--- config.mk ---
export PLATFORM = sky130hd
export DESIGN_NAME = dual_rail_supervisor
export DESIGN_NICKNAME = d
export VERILOG_FILES = /design/src/rtl/supervisor_pkg.sv /design/src/rtl/flag_sync.sv /design/src/rtl/release_timer.sv /design/src/rtl/dual_rail_supervisor.sv
export SDC_FILE = /design/constraint.sdc
export NUM_CORES = 1
export LEC_CHECK = 0
export CELL_PAD_IN_SITES_DETAIL_PLACEMENT = 1
export CELL_PAD_IN_SITES_GLOBAL_PLACEMENT = 2
export CORE_ASPECT_RATIO = 0.9
export CORE_UTILIZATION = 36
export DETAILED_ROUTE_END_ITERATION = 7
export PLACE_DENSITY = 0.84
export SKIP_CTS_REPAIR_TIMING = 1
export SYNTH_ARGS = -nofsm -noshare
export SYNTH_HDL_FRONTEND = slang
export SYNTH_SLANG_ARGS = --single-unit
--- constraint.sdc ---
create_clock -name clk -period 1.8 [get_ports clk]
set_input_delay 0.54 -clock clk [delete_from_list [all_inputs] [get_ports clk]]
set_output_delay 0.54 -clock clk [all_outputs]
set_load 0.03 [all_outputs]
--- src/rtl/supervisor_pkg.sv ---
package supervisor_pkg;
  localparam int unsigned NUM_IN = 4;
  localparam int unsigned SYNC_DEPTH = 2;

  typedef struct packed {
    logic pwr;
    logic sense;
    logic supply;
    logic man_n;
  } sup_flags_t;
endpackage

--- src/rtl/flag_sync.sv ---
module flag_sync #(
  parameter int unsigned WIDTH  = 4,
  parameter int unsigned STAGES = 2
) (
  input  logic             clk,
  input  logic             rst_n,
  input  logic [WIDTH-1:0] async_i,
  output logic [WIDTH-1:0] sync_o
);
  logic [WIDTH-1:0] stage_q [STAGES];

  always_ff @(posedge clk or negedge rst_n) begin
    if (!rst_n) begin
      for (int i = 0; i < STAGES; i++) stage_q[i] <= '0;
    end else begin
      stage_q[0] <= async_i;
      for (int i = 1; i < STAGES; i++) stage_q[i] <= stage_q[i-1];
    end
  end

  assign sync_o = stage_q[STAGES-1];
endmodule

--- src/rtl/release_timer.sv ---
module release_timer #(
  parameter int unsigned DELAY = 16
) (
  input  logic clk,
  input  logic rst_n,
  input  logic good_i,
  output logic rst_n_o
);
  localparam int unsigned CW = (DELAY > 1) ? $clog2(DELAY) : 1;
  localparam logic [CW-1:0] LAST = CW'(DELAY - 1);

  logic [CW-1:0] cnt_q;
  logic          rel_q;

  always_ff @(posedge clk or negedge rst_n) begin
    if (!rst_n) begin
      cnt_q <= '0;
      rel_q <= 1'b0;
    end else if (!good_i) begin
      cnt_q <= '0;
      rel_q <= 1'b0;
    end else if (!rel_q) begin
      if (cnt_q == LAST) rel_q <= 1'b1;
      else               cnt_q <= cnt_q + 1'b1;
    end
  end

  assign rst_n_o = rel_q;
endmodule

--- src/rtl/dual_rail_supervisor.sv ---
module dual_rail_supervisor
  import supervisor_pkg::*;
#(
  parameter int unsigned SUP_DELAY = 26000000,
  parameter int unsigned SNS_DELAY = 26000000
) (
  input  logic clk,
  input  logic rst_n,
  input  logic man_rst_n_i,
  input  logic supply_ok_i,
  input  logic sense_ok_i,
  input  logic pwr_ok_i,
  output logic supply_rst_n_o,
  output logic sense_rst_n_o,
  output logic pwr_good_o
);
  localparam int unsigned NUM_CH = 2;

  sup_flags_t raw_flags, syn_flags;
  logic [NUM_CH-1:0] ch_good, ch_rel;

  assign raw_flags = '{pwr: pwr_ok_i, sense: sense_ok_i,
                       supply: supply_ok_i, man_n: man_rst_n_i};

  flag_sync #(.WIDTH(NUM_IN), .STAGES(SYNC_DEPTH)) u_sync (
    .clk(clk), .rst_n(rst_n),
    .async_i(raw_flags), .sync_o(syn_flags)
  );

  assign ch_good[0] = syn_flags.man_n & syn_flags.supply;
  assign ch_good[1] = syn_flags.man_n & syn_flags.sense;

  for (genvar g = 0; g < NUM_CH; g++) begin : g_chan
    localparam int unsigned DLY = (g == 0) ? SUP_DELAY : SNS_DELAY;
    release_timer #(.DELAY(DLY)) u_timer (
      .clk(clk), .rst_n(rst_n),
      .good_i(ch_good[g]), .rst_n_o(ch_rel[g])
    );
  end

  assign supply_rst_n_o = ch_rel[0];
  assign sense_rst_n_o  = ch_rel[1];
  assign pwr_good_o     = syn_flags.pwr;
endmodule

### Word level (Yosys, flattened, before mapping)

Cells that the tools add are included.

* equality and inequality tests: 6
* add/sub/neg operators: 2
* bitwise gates (word level): 2
* reduce and logical (&&, ||, !) cells: 2
* mux-type cells: 12

Operators by type and width (count)
* $mux 25: 6
* $add 25x1->25 const B: 2
* $eq 25x25->1 const B: 2
* $ne 2x2->1 const B: 4
* $mux 1: 6
* $reduce_and 2->1: 2
* $and 1x1->1: 2

* bits in registers: 60
* word-level logic and storage cells: 30
* output and inout port bits: 3

### Depth between registers and ports, before layout

* depth in word-level cells: 4
* gate-level depth with buffers: 7

### By module

From an unflattened synthesis, not the netlist that was laid out.

* cell total of the unflattened synthesis: 322
* area total of the unflattened synthesis: 3238.1 um^2

By module, submodules not included
* release_timer: area each 1497.7 um^2, cells each 154, instances 2, seq. area each 650.6 um^2
* flag_sync: area each 230.2 um^2, cells each 12, instances 1, seq. area each 200.2 um^2
* dual_rail_supervisor: area each 12.5 um^2, cells each 2, instances 1, seq. area each 0.0 um^2

### Worst setup path before layout

No wires, ideal clock.

* path type: flip-flop to flip-flop
* from: register g_chan[0].u_timer.rel_q
* to: register g_chan[0].u_timer.cnt_q[20]
* path slack: -0.196 ns
* setup time: 0.129 ns
* arrival: 1.867 ns
* stages on the path, launching flop included: 6
* period minus slack after synthesis: 1.996 ns
* cells stage by stage: dfrtp_1 > nand4b_1 > nor4_1 > nand2_1 > o211ai_1 > o31ai_1

* word-level cells in the longest chain between the ends: 2

RTL lines
* start, declared: RTL line release_timer.sv:13 `logic rel_q;`
* start signal, assigned: RTL line release_timer.sv:18 `rel_q <= 1'b0;`
* start signal, assigned: RTL line release_timer.sv:21 `rel_q <= 1'b0;`
* start signal, assigned: RTL line release_timer.sv:23 `if (cnt_q == LAST) rel_q <= 1'b1;`
* $ne 2x2->1 (no source line)
* $reduce_and 2->1 (no source line)
* end signal, assigned: RTL line release_timer.sv:24 `else cnt_q <= cnt_q + 1'b1;`
* end, declared: RTL line release_timer.sv:12 `logic [CW-1:0] cnt_q;`

Every way passes these cells.
A chain may end at the register's enable or synchronous reset.

### Worst setup path in the final report

* from: register g_chan[0].u_timer.cnt_q[21]
* to: register g_chan[0].u_timer.cnt_q[11]

* word-level cells in the longest chain between the ends: 3

RTL lines (RTL line)
* $eq 25x25->1: release_timer.sv:23
* $ne 2x2->1 (no source line)
* $reduce_and 2->1 (no source line)

Every way passes these cells.

==> impl_metrics.env <==
export IMPL_crit_required_ns=2.04
export IMPL_rsz0062_at_grt="yes"
export IMPL_overflow=0
export IMPL_layout_common_cells="59 x dfrtp_1, 58 x buf_4, 46 x nor2_1"
export IMPL_clock_skew_ns=0.008646
export IMPL_synth_seq_cells=60
export IMPL_hold_path_class="in -> async"
export IMPL_postRouteAntennaNets=0
export IMPL_violations="setup timing"
export IMPL_status="complete, but fails checks"
export IMPL_synth_top_area_share_pct=50.29
export IMPL_p_sw_mw=0.6210
export IMPL_ys_warn_count=0
export IMPL_portBuffers=8
export IMPL_synthCells=301
export IMPL_cts_max_level=3
export IMPL_final_seq_area_um2=1503
export IMPL_clk_pin_slew_ns=0.07
export IMPL_dieArea_um2=8661
export IMPL_n_antenna_cell=0
export IMPL_p_comb_share_pct=3.5
export IMPL_cts_buffers=9
export IMPL_pwr_share_clk_pct=48.7
export IMPL_max_freq_mhz=531.3
export IMPL_nNetsFinal=379
export IMPL_final_cells=474
export IMPL_p_sw_share_pct=21.70
export IMPL_wl_per_cell_um=16.15
export IMPL_synth_seq_area_share_pct=50.29
export IMPL_peakVddDrop_mv=0.4226
export IMPL_cts_sinks=60
export IMPL_critPathArrivalTime_ns=2.12
export IMPL_pin_count=9
export IMPL_fp_dieW_um=97.99
export IMPL_intPower_mw=2.241
export IMPL_layout_commonest_cell="dfrtp_1"
export IMPL_grt_pass1_vias=2549
export IMPL_synth_avg_cell_area_um2=9.918
export IMPL_synth_nets=309
export IMPL_grt_start_max_net_pins=25
export IMPL_multi_input_area_um2=1538
export IMPL_path_max_fanout=3
export IMPL_syn_area_um2=2985
export IMPL_grt_first_pass_wirelength_um=12470
export IMPL_finalSetupViolCount=9
export IMPL_fin_ws_ns=-0.08227
export IMPL_finalCritPeriodShare_pct=104.6
export IMPL_firstDrtPassIters=4
export IMPL_gr_usage_met1_pct=24.39
export IMPL_antenna_found_initial=0
export IMPL_clock_latency_ns=0.35
export IMPL_synth_enable_flop_cells=0
export IMPL_via_per_inst=5.274
export IMPL_grtUsageTotal_pct=18.75
export IMPL_grt_met3_usage_pct=4.265
export IMPL_area_growth_pct=33.28
export IMPL_synthArstFlopShare_pct=100.0
export IMPL_synthDistinctLibCells=52
export IMPL_place_ws_ns=-0.05720
export IMPL_gp_congestion=0.7801
export IMPL_cap_violations=0
export IMPL_p_leak_nw=1.744
export IMPL_synth_area_leaders="dfrtp_1 50%, nor2_1 5.8%, xor2_1 5.0%"
export IMPL_maxSlewViolCount=0
export IMPL_grt_busiest_layer="met2"
export IMPL_ctsLongestPathBuffers=2
export IMPL_pwr_density_cell_nw_per_um2=719.4
export IMPL_route_detailed_drc=0
export IMPL_initial_utilization_pct=37.18
export IMPL_worstSetupEndpointType="flop"
export IMPL_nFillCells=891
export IMPL_drive_above_1_share_pct=31.47
export IMPL_cts_tree="built"
export IMPL_dpl_cell_count=453
export IMPL_path_class="reg -> reg"
export IMPL_wl_um=7656
export IMPL_worstMarginPinSlew_ns=0.4329
export IMPL_synth_largest_area_cell="dfrtp_1"
export IMPL_finalHoldViolations=0
export IMPL_fp_coreArea_um2=8029
export IMPL_period_minus_slack_ns=1.882
export IMPL_rows=31
export IMPL_hpwl_um=5386
export IMPL_max_slew_margin_pct=71.14
export IMPL_seqPwrFrac_pct=47.8
export IMPL_startpoint_type="flop"
export IMPL_tns_ns=-0.3707
export IMPL_use_met2_pct=30.35
export IMPL_synthFlopType="dfrtp_1"
export IMPL_drtIter0Drc=90
export IMPL_dieHeight_um=88.39
export IMPL_p_total_mw=2.862
export IMPL_root_buffer="clkbuf_8"
export IMPL_num_vias=2500
[worst max-delay path, cell delays in order (launching register included)]
cell	delay [ns]
dfrtp_1	0.38
or4_4	0.55
or3_4	0.42
o2111ai_2	0.18
xor2_1	0.18
nor2_1	0.06
[stage by stage]
stage / util [%] / hold WS (ns) / instance area [um2]
5_1_grt: 49.56 / 0.1696 / 3979
2_1_floorplan: - / 0.2444 / 3014
4_1_cts: 47.67 / 0.1354 / 3827
6_report: 49.56 / 0.1288 / 3979
3_5_place_dp: 44.88 / 0.3365 / 3603
3_3_place_gp: 44.88 / 0.3315 / 3603
[path summary, 6_finish.rpt]
kind	startpoint	to	slack [ns]	cells past startpoint
setup / recovery	g_chan[0].u_timer.cnt_q[21]$_DFFE_PN0P_	g_chan[0].u_timer.cnt_q[11]$_DFFE_PN0P_	-0.08	5
hold / removal	rst_n	g_chan[1].u_timer.cnt_q[11]$_DFFE_PN0P_	0.13	1
setup reg to reg	g_chan[0].u_timer.cnt_q[21]$_DFFE_PN0P_	g_chan[0].u_timer.cnt_q[11]$_DFFE_PN0P_	-0.08	5
hold reg to reg	u_sync.stage_q[6]$_DFF_PN0_	u_sync.sync_o[2]$_DFF_PN0_	0.35	0
max in group asynchronous	rst_n	g_chan[1].u_timer.cnt_q[9]$_DFFE_PN0P_	1.20	2
min in group clk	u_sync.stage_q[6]$_DFF_PN0_	u_sync.sync_o[2]$_DFF_PN0_	0.35	0
[cell families after synthesis]
family	after synthesis	share of synthesized area (%)
muxes	2	0.6706
AOI/OAI and AO/OA	42	9.933
adders and majority gates	2	0.8381
buffers and inverters	14	2.053
DFF	60	50.29
and+or+nand+nor	152	27.70
xor gates and xnor gates	29	8.508
[cells in the mapped netlist, types with 4 or more instances]
cell and count:
nor2_1 46, a21oi_1 14, nand2b_1 4, xnor2_1 12, xor2_1 17, nor3_1 5, clkbuf_1 6, dfrtp_1 60
and3_1 6, and2_1 5, a211oi_1 5, nand3_1 11, nand2_1 27, and4_1 5, nand4_1 12, a31o_2 4
o31ai_1 4, or4_1 4
[layer usage]
layer	up-vias	wire length, um
li1	1224	-
met1	1237	3743
met2	27	3576
met3	12	191
met4	0	144
met5	-	0
[power groups by stage]
stage	registers (mW)	logic [mW]	clock network, mW
floorplan	1.40	0.0316	0
global placement	1.39	0.101	0
detailed placement	1.39	0.103	0
CTS	1.37	0.103	1.44
global route	1.37	0.115	1.48
finish	1.37	0.101	1.39
[layout make-up]
class	count	share of cell area, %
Timing Repair Buffer	70	14.56
Sequential cell	60	37.77
Multi-Input combinational cell	227	38.65
Tap cell	99	3.113
Clock inverter	4	1.824
Clock buffer	11	3.805
Inverter	3	0.2830
[flip-flops by register name, indices dropped and copies added (netlist names)]
name / count
u_sync.sync_o: 4
u_sync.stage_q: 4
g_chan.u_timer.cnt_q: 50
g_chan.u_timer.rst_n_o: 2
Power figures use the tool's default switching activity.
